### config.mk
export PLATFORM = sky130hd
export DESIGN_NAME = wt_voice
export DESIGN_NICKNAME = d
export VERILOG_FILES = /design/src/rtl/wt_pkg.sv /design/src/rtl/wt_pitch_timer.sv /design/src/rtl/wt_noise_lfsr.sv /design/src/rtl/wt_scale.sv /design/src/rtl/wt_voice.sv
export SDC_FILE = /design/constraint.sdc
export NUM_CORES = 1
export LEC_CHECK = 0
export ABC_AREA = 1
export BUFFER_PORTS_ARGS = -buffer_cell sky130_fd_sc_hd__buf_4
export CAP_MARGIN = 10
export CORE_MARGIN = 5
export CORE_UTILIZATION = 67
export DETAILED_ROUTE_END_ITERATION = 16
export GPL_ROUTABILITY_DRIVEN = 0
export PLACE_DENSITY = 0.85
export SYNTH_ARGS = -nofsm -noshare
export SYNTH_HDL_FRONTEND = slang
export SYNTH_SLANG_ARGS = --single-unit
### constraint.sdc
create_clock -name clk -period 10 [get_ports clk]
set_input_delay 0.5 -clock clk [delete_from_list [all_inputs] [get_ports clk]]
set_output_delay 0.5 -clock clk [all_outputs]
set_load 0.03 [all_outputs]
### src/rtl/wt_pkg.sv
package wt_pkg;
    localparam int TBL_DEPTH = 32;
    localparam int SMP_W     = 5;
    localparam int VOL_W     = 4;
    localparam int PER_W     = 12;
    localparam int PTR_W     = $clog2(TBL_DEPTH);
    localparam int OUT_W     = SMP_W + VOL_W;

    localparam logic [2:0] SEL_PER_LO = 3'd0;
    localparam logic [2:0] SEL_PER_HI = 3'd1;
    localparam logic [2:0] SEL_CTRL   = 3'd2;
    localparam logic [2:0] SEL_VOL    = 3'd3;
    localparam logic [2:0] SEL_SMP    = 3'd4;

    typedef struct packed {
        logic [TBL_DEPTH-1:0][SMP_W-1:0] tbl;
        logic [PER_W-1:0]                period;
        logic [VOL_W-1:0]                vol_l;
        logic [VOL_W-1:0]                vol_r;
        logic                            run;
        logic                            direct;
        logic                            noise;
        logic [SMP_W-1:0]                dsmp;
        logic [PTR_W-1:0]                wptr;
        logic [PTR_W-1:0]                rptr;
    } voice_state_t;
endpackage

### src/rtl/wt_pitch_timer.sv
module wt_pitch_timer #(
    parameter int PER_W = 12
) (
    input  logic             clk,
    input  logic             rst_n,
    input  logic             step,
    input  logic [PER_W-1:0] period,
    output logic             wrap
);
    logic [PER_W-1:0] cnt_d, cnt_q;

    always_comb begin
        cnt_d = cnt_q;
        wrap  = 1'b0;
        if (step) begin
            if (cnt_q == '0) begin
                cnt_d = period;
                wrap  = 1'b1;
            end else begin
                cnt_d = cnt_q - 1'b1;
            end
        end
    end

    always_ff @(posedge clk) begin
        if (!rst_n) cnt_q <= '0;
        else        cnt_q <= cnt_d;
    end


    reload_old_period_chk: assert property (@(posedge clk) disable iff (!rst_n)
        (step && cnt_q == '0) |=> (cnt_q == $past(period)));


    hold_when_idle_chk: assert property (@(posedge clk) disable iff (!rst_n)
        !step |=> $stable(cnt_q));
endmodule

### src/rtl/wt_noise_lfsr.sv
module wt_noise_lfsr #(
    parameter int LFSR_W = 15
) (
    input  logic clk,
    input  logic rst_n,
    input  logic adv,
    output logic bit_o
);
    localparam int TAP_A = LFSR_W - 1;
    localparam int TAP_B = LFSR_W - 2;

    logic [LFSR_W-1:0] sr_d, sr_q;

    always_comb begin
        sr_d = sr_q;
        if (adv) sr_d = {sr_q[LFSR_W-2:0], sr_q[TAP_A] ^ sr_q[TAP_B]};
    end

    always_ff @(posedge clk) begin
        if (!rst_n) sr_q <= LFSR_W'(1);
        else        sr_q <= sr_d;
    end

    assign bit_o = sr_q[TAP_A];


    lfsr_nonzero_chk: assert property (@(posedge clk) disable iff (!rst_n)
        sr_q != '0);
endmodule

### src/rtl/wt_scale.sv
module wt_scale #(
    parameter int SMP_W = 5,
    parameter int VOL_W = 4
) (
    input  logic                   en,
    input  logic [SMP_W-1:0]       smp,
    input  logic [VOL_W-1:0]       vol,
    output logic [SMP_W+VOL_W-1:0] prod
);
    localparam int OW = SMP_W + VOL_W;

    always_comb begin
        prod = '0;
        if (en) prod = OW'(smp) * OW'(vol);
    end


    zero_volume_silent_chk: assert final ((vol != '0) || (prod == '0));
endmodule

### src/rtl/wt_voice.sv
module wt_voice
    import wt_pkg::*;
(
    input  logic       clk,
    input  logic       rst_n,
    input  logic       reg_we,
    input  logic [2:0] reg_sel,
    input  logic [7:0] reg_wdata,
    input  logic       smp_tick,
    output logic [8:0] out_l,
    output logic [8:0] out_r
);
    voice_state_t st_d, st_q;

    logic             step_en;
    logic             wrap;
    logic             noise_bit;
    logic [SMP_W-1:0] cur_smp;
    logic [1:0][OUT_W-1:0] scaled;
    logic [1:0][VOL_W-1:0] vols;

    assign step_en = smp_tick && st_q.run && !st_q.direct;

    wt_pitch_timer #(.PER_W(PER_W)) u_timer (
        .clk    (clk),
        .rst_n  (rst_n),
        .step   (step_en),
        .period (st_q.period),
        .wrap   (wrap)
    );

    wt_noise_lfsr #(.LFSR_W(15)) u_noise (
        .clk   (clk),
        .rst_n (rst_n),
        .adv   (wrap),
        .bit_o (noise_bit)
    );

    always_comb begin
        if (st_q.direct)     cur_smp = st_q.dsmp;
        else if (st_q.noise) cur_smp = {SMP_W{noise_bit}};
        else                 cur_smp = st_q.tbl[st_q.rptr];
    end

    always_comb begin
        st_d = st_q;
        if (wrap) st_d.rptr = st_q.rptr + 1'b1;
        if (reg_we) begin
            unique case (reg_sel)
                SEL_PER_LO: st_d.period[7:0] = reg_wdata;
                SEL_PER_HI: st_d.period[PER_W-1:8] = reg_wdata[PER_W-9:0];
                SEL_CTRL: begin
                    st_d.run    = reg_wdata[7];
                    st_d.direct = reg_wdata[6];
                    st_d.noise  = reg_wdata[0];
                    if (!reg_wdata[7]) st_d.wptr = '0;
                end
                SEL_VOL: begin
                    st_d.vol_l = reg_wdata[7:4];
                    st_d.vol_r = reg_wdata[3:0];
                end
                SEL_SMP: begin
                    if (st_q.direct) begin
                        st_d.dsmp = reg_wdata[SMP_W-1:0];
                    end else begin
                        st_d.tbl[st_q.wptr] = reg_wdata[SMP_W-1:0];
                        st_d.wptr           = st_q.wptr + 1'b1;
                    end
                end
                default: ;
            endcase
        end
    end

    always_ff @(posedge clk) begin
        if (!rst_n) st_q <= '0;
        else        st_q <= st_d;
    end

    assign vols[0] = st_q.vol_l;
    assign vols[1] = st_q.vol_r;

    for (genvar s = 0; s < 2; s++) begin : g_side
        wt_scale #(.SMP_W(SMP_W), .VOL_W(VOL_W)) u_scale (
            .en   (st_q.run),
            .smp  (cur_smp),
            .vol  (vols[s]),
            .prod (scaled[s])
        );
    end

    assign out_l = scaled[0];
    assign out_r = scaled[1];


    idle_position_hold_chk: assert property (@(posedge clk) disable iff (!rst_n)
        !st_q.run |=> $stable(st_q.rptr));


    direct_sample_capture_chk: assert property (@(posedge clk) disable iff (!rst_n)
        (reg_we && reg_sel == SEL_SMP && st_q.direct) |=> (st_q.dsmp == $past(reg_wdata[SMP_W-1:0])));


    direct_keeps_wptr_chk: assert property (@(posedge clk) disable iff (!rst_n)
        (reg_we && reg_sel == SEL_SMP && st_q.direct) |=> $stable(st_q.wptr));


    wptr_clear_chk: assert property (@(posedge clk) disable iff (!rst_n)
        (reg_we && reg_sel == SEL_CTRL && !reg_wdata[7]) |=> (st_q.wptr == '0));


    pointer_step_chk: assert property (@(posedge clk) disable iff (!rst_n)
        wrap |=> (st_q.rptr == $past(st_q.rptr) + 1'b1));
endmodule

==> results.sh, run 1 <==
export IMPL_outcome="complete, no violations"
export IMPL_crit_fanout=44
export IMPL_grt_pass1_wl_mm=49.18
export IMPL_fin_ws_ns=4.052
export IMPL_drt_iter0_markers=1377
export IMPL_slowest_delay_ns=0.57
export IMPL_async_reset_ff_share_pct=0
export IMPL_post_cts_buffers=0
export IMPL_fmax_ghz=0.1681
export IMPL_antenna_cells=0
export IMPL_p_per_area_nw_per_um2=158.2
export IMPL_synth_top_area_share_pct=40.18
export IMPL_worst_slew_pin_slew_ns=1.139
export IMPL_synth_edf_count=0
export IMPL_clockRootBuffer="clkbuf_16"
export IMPL_dieArea_um2=19420
export IMPL_cts_htree_levels=1
export IMPL_rsz0062_at_grt="no"
export IMPL_ys_flop_type="dfxtp_1"
export IMPL_synth_warnings=0
export IMPL_antenna_found_initial=0
export IMPL_cts_sinks=225
export IMPL_worstSkewPairLatency_ns=0.51
export IMPL_via_per_inst=5.725
export IMPL_vias=10860
export IMPL_syn_to_final_growth_pct=9.019
export IMPL_whs_path_depth=3
export IMPL_rows=47
export IMPL_final_setup_viol_count=0
export IMPL_synth_area_per_cell_um2=6.680
export IMPL_drc=0
export IMPL_p_leak_nw=5.224
export IMPL_cts_inserted_buffers=24
export IMPL_reg2reg_slack_ns=7.25
export IMPL_crit_buf_inv=5
export IMPL_cp_start_kind="register"
export IMPL_cp_end_kind="primary output"
export IMPL_start_util_pct=67.84
export IMPL_cts_buffer_depth=3
export IMPL_synth_compound_gate_area_share_pct=16.29
export IMPL_synth_top_family_by_area="simple AND/OR/NAND/NOR gates"
export IMPL_clock_skew_final_ns=0.007235
export IMPL_use_met1_pct=41.43
export IMPL_grtUsageMet3_pct=4.117
export IMPL_hpwl_mm=18.73
export IMPL_fin_nets=1718
export IMPL_final_cell_area_um2=12220
export IMPL_yosysSeqAreaShare_pct=40.18
export IMPL_grt_max_degree=133
export IMPL_min_period_ns=5.948
export IMPL_layout_common_cells="nor2_1 (525), o21ai_0 (269), dfxtp_1 (224)"
export IMPL_layout_commonest_cell="nor2_1"
export IMPL_grt_overflow_total=0
export IMPL_fin_util_pct=73.95
export IMPL_path_cells="buf_4 -> inv_1 -> buf_4 -> nor2_1 -> o21ai_0 -> nand3_1 -> nand3_1 -> nand2_1 -> nand3_1 -> nand2_1 -> nand3_1 -> fa_1 -> fa_1 -> inv_1 -> fa_1 -> nand3_1 -> nand3_1 -> nand2_1 -> nand2_1 -> a21oi_1 -> xor2_1 -> nor2_1 -> buf_4"
export IMPL_fp_dieH_um=139.3
export IMPL_finalNonFillerCells=1896
export IMPL_worstPathRequired_ns=9.50
export IMPL_critical_path_top_delay_family="adder cells"
export IMPL_grt_pass1_vias=10120
export IMPL_dp_slack_ns=4.736
export IMPL_hold_viol=0
export IMPL_wl_mm=29.93
export IMPL_reg2reg_depth=8
export IMPL_critPathMostFrequentCell="nand3_1"
export IMPL_syn_inst=1678
export IMPL_placedCellCount=1852
export IMPL_syn_nets=1738
export IMPL_period_share_pct=59.48
export IMPL_core_um2=16520
export IMPL_wire_per_inst_um=15.78
export IMPL_yosys_area_share_adder_pct=5.827
export IMPL_dr_pass1_iters=6
export IMPL_cts_tree="built"
export IMPL_top_usage_layer="met2"
export IMPL_ctsHoldBuffers=0
export IMPL_numPortBuffers=32
export IMPL_max_vdd_ir_drop_mv=0.1654
export IMPL_ctsResizeCount=0
export IMPL_ant_nets=0
export IMPL_io_pins=33
export IMPL_track_usage_pct=29.73
export IMPL_yosysUniqueCellTypes=33
export IMPL_finalMaxSlewViolations=0
export IMPL_place_area_um2=11400
export IMPL_path_clk_slew_ns=0.06
export IMPL_maxCapViolations=0
export IMPL_drive_gt1_share_pct=5.489
export IMPL_synth_largest_area_cell="dfxtp_1"
export IMPL_ys_ff_latch=225
export IMPL_muxShareOfSynthArea_pct=0
export IMPL_crit_arrival_ns=5.45
export IMPL_nFillCells=1326
export IMPL_die_w_um=139.3
export IMPL_synth_area_top_cells="dfxtp_1 (40%), nor2_1 (18%), o21ai_0 (12%)"
export IMPL_path_class="register to primary output"
export IMPL_synth_area_um2=11210
export IMPL_slowest_stage="fa_1"
export IMPL_crit_cells=23
export IMPL_grt_use_met2_pct=48.04
export IMPL_yosys_area_share_simple_pct=29.38
export IMPL_fin_tns_setup_ns=0
export IMPL_hold_path_class="input port to register"
export IMPL_synthXorXnorAreaFrac_pct=0.5469
export IMPL_slew_headroom_pct=24.07
-- final timing paths --
check | from | endpoint
hold reg to reg | st_q[173] | st_q[173]
hold / removal | reg_wdata[5] | st_q[31]
setup / recovery | st_q[1] | out_r[8]
setup reg to reg | st_q[17] | u_timer.cnt_q[4]
-- cell type report --
type                       instances  area, um2  area share (%)
multi-input combinational       1234       5833           47.73
sequential                       225       4506           36.87
clock buffer                      35      723.2           5.918
inverter                         137      514.2           4.208
tap                              220      275.3           2.252
timing repair buffer              36      270.3           2.212
clock inverter                     9      98.84          0.8088
-- cells by family after synthesis --
kind of cell / Yosys count
DFF: 225
AOI/OAI and AO/OA: 359
and+or+nand+nor: 823
adders and majority gates: 45
xor gates and xnor gates: 7
buffers and inverters: 219
-- sequential cells by signal, summed over array words and instances, names as in the netlist --
signal         flops
st_q             198
u_noise.sr_q      15
u_timer.cnt_q     12
-- routing by layer --
metal	share of wire, %	wire, um
met4	3.3	975
met1	42	12700
met2	46	13710
met3	8.5	2545
met5	0	0
-- worst reg2reg max path, cell delays in order, from the launching register on --
cell     delay (ns)
dfxtp_1        0.63
nand2_1        0.12
nor2_2         0.51
inv_1          0.39
nor2_4         0.40
inv_2          0.24
o21ai_0        0.23
o21ai_0        0.10
inv_1          0.08
-- power by group --
| part | internal [W] | switching (W) |
|---|---|---|
| logic | 0.0000271 | 0.0000829 |
| clock network | 0.000553 | 0.000361 |
| registers | 0.000904 | 0.00000569 |
| total | 0.00148 | 0.000450 |
-- stage by stage --
stage / hold WS (ns) / power (W)
finish: 0.2805 / 0.001933
global route: 0.2856 / 0.001988
CTS: 0.2660 / 0.001932
detailed placement: 0.4451 / 0.001035
global placement: 0.4393 / 0.001032
floorplan: 0.4245 / 0.001004
-- cells in the mapped netlist (5+ instances only) --
cell	count
nor2_1	525
fa_1	12
xor2_1	6
ha_1	33
dfxtp_1	225
clkbuf_1	51
inv_2	7
inv_1	122
o21ai_0	269
a21oi_1	77
buf_1	7
nand2_1	174
nor3_1	9
clkinv_1	8
nand4_1	5
buf_2	18
nand3_1	101
o211ai_1	6
No activity file was read; power rests on OpenSTA's default activity.
==> inputs of run 2 (changes only) <==
--- a/config.mk
+++ b/config.mk
@@ -9,10 +9,10 @@
 export BUFFER_PORTS_ARGS = -buffer_cell sky130_fd_sc_hd__buf_4
 export CAP_MARGIN = 10
 export CORE_MARGIN = 5
-export CORE_UTILIZATION = 67
+export CORE_UTILIZATION = 63
 export DETAILED_ROUTE_END_ITERATION = 16
 export GPL_ROUTABILITY_DRIVEN = 0
-export PLACE_DENSITY = 0.85
+export PLACE_DENSITY = 0.8
 export SYNTH_ARGS = -nofsm -noshare
 export SYNTH_HDL_FRONTEND = slang
 export SYNTH_SLANG_ARGS = --single-unit
==> constraint.sdc (replaced) <==
create_clock -name clk -period 5.9 [get_ports clk]
set_input_delay 0.295 -clock clk [delete_from_list [all_inputs] [get_ports clk]]
set_output_delay 0.295 -clock clk [all_outputs]
set_load 0.03 [all_outputs]
==> run 2 against run 1 <==
Compared with the run above:
- final cell count up 0.16%
- count of clock-buffer cells in the layout down 1
- die area up 5.9%
- worst setup slack worse by 3.5 ns
- sequential cell count unchanged
- via count down 2.0%
- critical path type unchanged
==> results.sh, run 2 (same netlist as run 1, synthesis figures left out) <==
export IMPL_min_period_ns=5.388
export IMPL_reg_top3="st_q x198, u_noise.sr_q x15, u_timer.cnt_q x12"
export IMPL_numPortBuffers=32
export IMPL_drt_iter0_markers=1083
export IMPL_syn_to_final_growth_pct=9.153
export IMPL_finalMaxSlewViolations=0
export IMPL_grt_pass1_wl_mm=48.91
export IMPL_final_setup_viol_count=0
export IMPL_layout_common_cells="nor2_1 (525), o21ai_0 (269), dfxtp_1 (223)"
export IMPL_cts_inserted_buffers=24
export IMPL_r2r_start="st_q[17]"
export IMPL_fin_util_pct=70.49
export IMPL_seqCellArea_um2=4507
export IMPL_r2r_end="st_q[0]"
export IMPL_crit_end="out_r[8]"
export IMPL_cts_htree_levels=1
export IMPL_core_um2=17360
export IMPL_die_w_um=143.4
export IMPL_track_usage_pct=28.78
export IMPL_drive_gt1_share_pct=5.436
export IMPL_maxCapViolations=0
export IMPL_worstPathRequired_ns=5.61
export IMPL_reg2reg_slack_ns=3.15
export IMPL_layout_commonest_cell="nor2_1"
export IMPL_worstSkewPairLatency_ns=0.51
export IMPL_outcome="complete, no violations"
export IMPL_slew_headroom_pct=32.24
export IMPL_cts_tree="built"
export IMPL_fmax_ghz=0.1856
export IMPL_hpwl_mm=19.02
export IMPL_largest_register="st_q"
export IMPL_p_leak_nw=5.226
export IMPL_worst_slew_pin_slew_ns=1.016
export IMPL_grt_pass1_vias=9799
export IMPL_path_clk_slew_ns=0.06
export IMPL_vias=10640
export IMPL_startpoint="st_q[0]"
export IMPL_dr_pass1_iters=5
export IMPL_grt_overflow_total=0
export IMPL_crit_arrival_ns=5.09
export IMPL_drc=0
export IMPL_ant_nets=0
export IMPL_via_per_inst=5.603
export IMPL_slowest_stage="dfxtp_2"
export IMPL_hold_ws_ns=0.04383
export IMPL_clock_skew_final_ns=0.01045
export IMPL_cp_start_kind="register"
export IMPL_max_vdd_ir_drop_mv=0.2509
export IMPL_hold_path_class="input port to register"
export IMPL_path_cells="buf_4 -> nor2_1 -> nor2_1 -> nand2_1 -> a21oi_1 -> nor2_1 -> nand2_1 -> nand3_1 -> nand2_1 -> nand3_1 -> fa_1 -> fa_1 -> inv_1 -> fa_1 -> nand3_1 -> nand3_1 -> nand2_1 -> nand2_1 -> a21oi_1 -> xor2_1 -> nor2_1 -> buf_4"
export IMPL_grt_max_degree=124
export IMPL_nFillCells=1510
export IMPL_largest_reg_flops=198
export IMPL_wire_per_inst_um=15.55
export IMPL_clockRootBuffer="clkbuf_16"
export IMPL_cts_sinks=225
export IMPL_crit_fanout=40
export IMPL_critPathMostFrequentCell="nand2_1"
export IMPL_multiInputGateArea_um2=5833
export IMPL_cp_end_kind="primary output"
export IMPL_reg2reg_depth=7
export IMPL_hold_viol=0
export IMPL_fin_nets=1719
export IMPL_cts_buffer_depth=3
export IMPL_p_per_area_nw_per_um2=267.5
export IMPL_io_pins=33
export IMPL_path_class="register to primary output"
export IMPL_antenna_cells=0
export IMPL_fp_dieH_um=143.4
export IMPL_wl_mm=29.53
export IMPL_fin_tns_setup_ns=0
export IMPL_period_share_pct=91.32
export IMPL_dieArea_um2=20560
export IMPL_start_util_pct=64.58
export IMPL_slowest_delay_ns=0.58
export IMPL_rsz0062_at_grt="no"
export IMPL_antenna_found_initial=0
export IMPL_rows=48
[run 2: cell type report]
cell class,count,share of cell area [%]
clock buffer,34,5.798
inverter,137,4.223
sequential,225,36.83
tap,225,2.301
timing repair buffer,37,2.270
clock inverter,7,0.8999
multi-input combinational,1234,47.67
[run 2: per-stage QoR]
step | setup WS (ns) | area [um2] | cells | total power [W]
after floorplan | 1.699 | 11210 | 1678 | 0.001702
after global placement | 0.9668 | 11410 | 1858 | 0.001750
after detailed placement | 0.9134 | 11410 | 1858 | 0.001753
after CTS | 0.3574 | 12230 | 1899 | 0.003288
after global routing | 0.1209 | 12240 | 1899 | 0.003371
final | 0.5122 | 12240 | 1899 | 0.003273
[run 2: what timing repair did]
action,CTS,global route
endpoints found under the setup margin,0,4
setup buffers,0,0
gates resized for setup,0,3
hold buffers,0,0
[run 2: routing by layer]
metal / global-route usage (%) / wire, um / share of wire [%]
met5: 0 / 0 / 0
met3: 4.493 / 2275 / 7.7
met1: 41.35 / 13210 / 45
met4: 9.812 / 865 / 2.9
met2: 44.35 / 13170 / 45
[run 2: power by group]
group / switching (W) / internal [W]
Combinational: 0.000136 / 0.0000455
Sequential: 0.0000104 / 0.00153
Clock: 0.000587 / 0.000961
Total: 0.000734 / 0.00254
[run 2: worst min path at each step]
stage / from / to / slack [ns] / depth (start not counted)
finish: reg_wdata[5] / st_q[31] / 0.04 / 3
global route: reg_wdata[6] / st_q[16] / 0.07 / 3
CTS: reg_wdata[5] / st_q[31] / 0.03 / 3
detailed placement: st_q[73] / st_q[73] / 0.45 / 2
global placement: st_q[73] / st_q[73] / 0.44 / 2
floorplan: st_q[30] / st_q[30] / 0.42 / 2
[run 2: critical path, delay by kind of cell, from the launching register on]
family / cells / cell delay [ns]
buf+inv: 3 / 0.69
compound gates: 2 / 0.43
flops: 1 / 0.58
simple gates: 13 / 1.24
xor+xnor: 1 / 0.16
fa+ha+maj: 3 / 1.50
==> inputs of run 3 (changes only) <==
--- a/config.mk
+++ b/config.mk
@@ -9,10 +9,9 @@
 export BUFFER_PORTS_ARGS = -buffer_cell sky130_fd_sc_hd__buf_4
 export CAP_MARGIN = 10
 export CORE_MARGIN = 5
-export CORE_UTILIZATION = 63
+export CORE_UTILIZATION = 30
 export DETAILED_ROUTE_END_ITERATION = 16
 export GPL_ROUTABILITY_DRIVEN = 0
-export PLACE_DENSITY = 0.8
 export SYNTH_ARGS = -nofsm -noshare
 export SYNTH_HDL_FRONTEND = slang
 export SYNTH_SLANG_ARGS = --single-unit
==> run 3 against run 2 <==
Compared with the run above:
- register-to-register slack got worse by 0.13 ns
- design area increased by 3.4%
- power increased by 4.4%
- sequential share of layout area decreased by 1.2 points
- via count decreased by 0.20%
- first-iteration DRC count decreased by 8.4%
- global-route usage decreased by 14 points
- clock power increased by 8%
- combinational power increased by 5%
- wire length increased by 9.8%
- critical endpoint is now out_l[7]
==> results.sh, run 3 (same netlist as run 1, synthesis figures left out) <==
export IMPL_grt_overflow_total=0
export IMPL_fin_tns_setup_ns=0
export IMPL_period_share_pct=91.30
export IMPL_layout_common_cells="nor2_1 (525), o21ai_0 (269), dfxtp_1 (224)"
export IMPL_crit_arrival_ns=5.09
export IMPL_grt_pass1_wl_mm=52.64
export IMPL_syn_to_final_growth_pct=12.85
export IMPL_cts_sinks=225
export IMPL_fmax_ghz=0.1856
export IMPL_fin_util_pct=34.39
export IMPL_multiInputGateArea_um2=5833
export IMPL_fp_dieH_um=203.3
export IMPL_ctsResizeCount=0
export IMPL_r2r_start="st_q[17]"
export IMPL_cts_tree="built"
export IMPL_seq_power_share_pct=45.1
export IMPL_slowest_delay_ns=0.62
export IMPL_worst_slew_pin_slew_ns=1.170
export IMPL_antenna_found_initial=0
export IMPL_seqCellArea_um2=4506
export IMPL_slowest_stage="dfxtp_1"
export IMPL_outcome="complete, no violations"
export IMPL_reg_top3="st_q x198, u_noise.sr_q x15, u_timer.cnt_q x12"
export IMPL_min_to="st_q[31]"
export IMPL_slew_headroom_pct=22.03
export IMPL_crit_fanout=32
export IMPL_clock_skew_final_ns=0.007389
export IMPL_drive_gt1_share_pct=5.770
export IMPL_maxCapViolations=0
export IMPL_ctsHoldBuffers=0
export IMPL_reg2reg_slack_ns=3.02
export IMPL_wl_mm=32.42
export IMPL_finalMaxSlewViolations=0
export IMPL_hold_path_class="input port to register"
export IMPL_die_w_um=203.3
export IMPL_hpwl_mm=20.79
export IMPL_worstSkewPairLatency_ns=0.52
export IMPL_wire_per_inst_um=15.08
export IMPL_nFillCells=3966
export IMPL_path_class="register to primary output"
export IMPL_combPwrFrac_pct=5.6
export IMPL_min_from="reg_wdata[5]"
export IMPL_track_usage_pct=15.25
export IMPL_cts_htree_levels=1
export IMPL_power_internal_w=0.002617
export IMPL_ant_nets=0
export IMPL_cp_start_kind="register"
export IMPL_grt_pass1_vias=9784
export IMPL_power_switching_w=0.0007986
export IMPL_max_vdd_ir_drop_mv=0.2174
export IMPL_layout_commonest_cell="nor2_1"
export IMPL_cts_inserted_buffers=26
export IMPL_io_pins=33
export IMPL_critical_path_top_delay_family="adder cells"
export IMPL_fin_nets=1722
export IMPL_p_leak_nw=5.277
export IMPL_critPathMostFrequentCell="nand2_1"
export IMPL_numPortBuffers=32
export IMPL_dr_pass1_iters=6
export IMPL_antenna_cells=0
export IMPL_crit_buf_inv=4
export IMPL_worstPathRequired_ns=5.61
export IMPL_final_setup_viol_count=0
export IMPL_drt_iter0_markers=992
export IMPL_clockRootBuffer="clkbuf_16"
export IMPL_dieArea_um2=41330
export IMPL_switching_share_pct=23.38
export IMPL_pwr_share_clk_pct=49.2
export IMPL_reg2reg_depth=8
export IMPL_largest_register="st_q"
export IMPL_path_cells="buf_4 -> nor2_1 -> o21ai_0 -> nand3_1 -> nand3_1 -> nand2_1 -> nand3_1 -> nand2_1 -> nand2_1 -> nor2_1 -> fa_1 -> inv_1 -> fa_1 -> inv_1 -> ha_1 -> a21oi_1 -> nand2_1 -> nand2_1 -> nand2_1 -> a21oi_1 -> xor2_1 -> nor2_1 -> buf_4"
export IMPL_p_per_area_nw_per_um2=270.0
export IMPL_whs_path_depth=3
export IMPL_via_per_inst=4.942
export IMPL_largest_reg_flops=198
export IMPL_grt_max_degree=135
export IMPL_vias=10620
export IMPL_drc=0
export IMPL_rows=70
export IMPL_min_period_ns=5.387
export IMPL_cts_buffer_depth=3
export IMPL_r2r_end="u_timer.cnt_q[4]"
export IMPL_core_um2=36790
export IMPL_post_cts_buffers=0
export IMPL_path_clk_slew_ns=0.06
export IMPL_hold_viol=0
export IMPL_cp_end_kind="primary output"
export IMPL_start_util_pct=30.47
export IMPL_rsz0062_at_grt="no"
run 3: cell types whose count changed in the layout (fill, tap and decap cells not counted), sizes merged:
cell	change
clkinv	+2
clkbuf	+3
buf	+1
clkinvlp	+1
run 3: through the flow:
step           instances  instance area, um2  power (W)  setup WS, ns  hold WS (ns)
6_report            2149               12650   0.003415        0.5132       0.05504
5_1_grt             2149               12650   0.003537        0.2252       0.04879
4_1_cts             2149               12650   0.003449        0.5281       0.03319
3_5_place_dp        2102               11750   0.001764         1.097        0.4450
3_3_place_gp        2102               11750   0.001763         1.141        0.4383
2_1_floorplan       1678               11210   0.001702         1.699        0.4245
run 3: how the worst max path moves through the flow:
| stage | start | end | slack [ns] | cells past startpoint |
|---|---|---|---|---|
| after CTS | st_q[1] | out_l[7] | 0.53 | 23 |
| after global routing | st_q[1] | out_r[8] | 0.23 | 23 |
| final | st_q[1] | out_l[7] | 0.51 | 23 |
| after floorplan | st_q[0] | out_l[7] | 1.70 | 24 |
| after global placement | st_q[1] | out_l[7] | 1.14 | 24 |
| after detailed placement | st_q[1] | out_l[7] | 1.10 | 23 |
run 3: layout make-up:
class                      instances  area share (%)
multi-input combinational       1234           46.11
sequential                       225           35.62
clock buffer                      37           6.113
tap                              468           4.629
inverter                         137           4.065
timing repair buffer              38           2.453
clock inverter                    10           1.009
run 3: worst register-to-register path, cell delays in order (launching register included):
cell and delay [ns]:
dfxtp_1 0.67, nand2_1 0.17, nor2_2 0.52, inv_1 0.39, nor2_4 0.41, inv_2 0.24, o21ai_0 0.25, o21ai_0 0.10
inv_1 0.08
run 3: metal layers:
metal | wire length, um | global-route usage [%] | share of wire (%) | vias up
li1 | - | - | - | 5358
met1 | 15400 | 21.93 | 47 | 4920
met2 | 14680 | 24.55 | 45 | 299
met3 | 1719 | 1.733 | 5.3 | 43
met4 | 625 | 3.686 | 1.9 | 0
met5 | 0 | 0 | 0 | -
run 3: power by group through the flow:
| stage | Clock, W | Combinational (W) | Sequential [W] |
|---|---|---|---|
| after floorplan | 0 | 0.000132 | 0.00157 |
| after global placement | 0 | 0.000189 | 0.00157 |
| after detailed placement | 0 | 0.000189 | 0.00158 |
| after CTS | 0.00172 | 0.000190 | 0.00154 |
| after global routing | 0.00178 | 0.000212 | 0.00154 |
| final | 0.00168 | 0.000191 | 0.00154 |
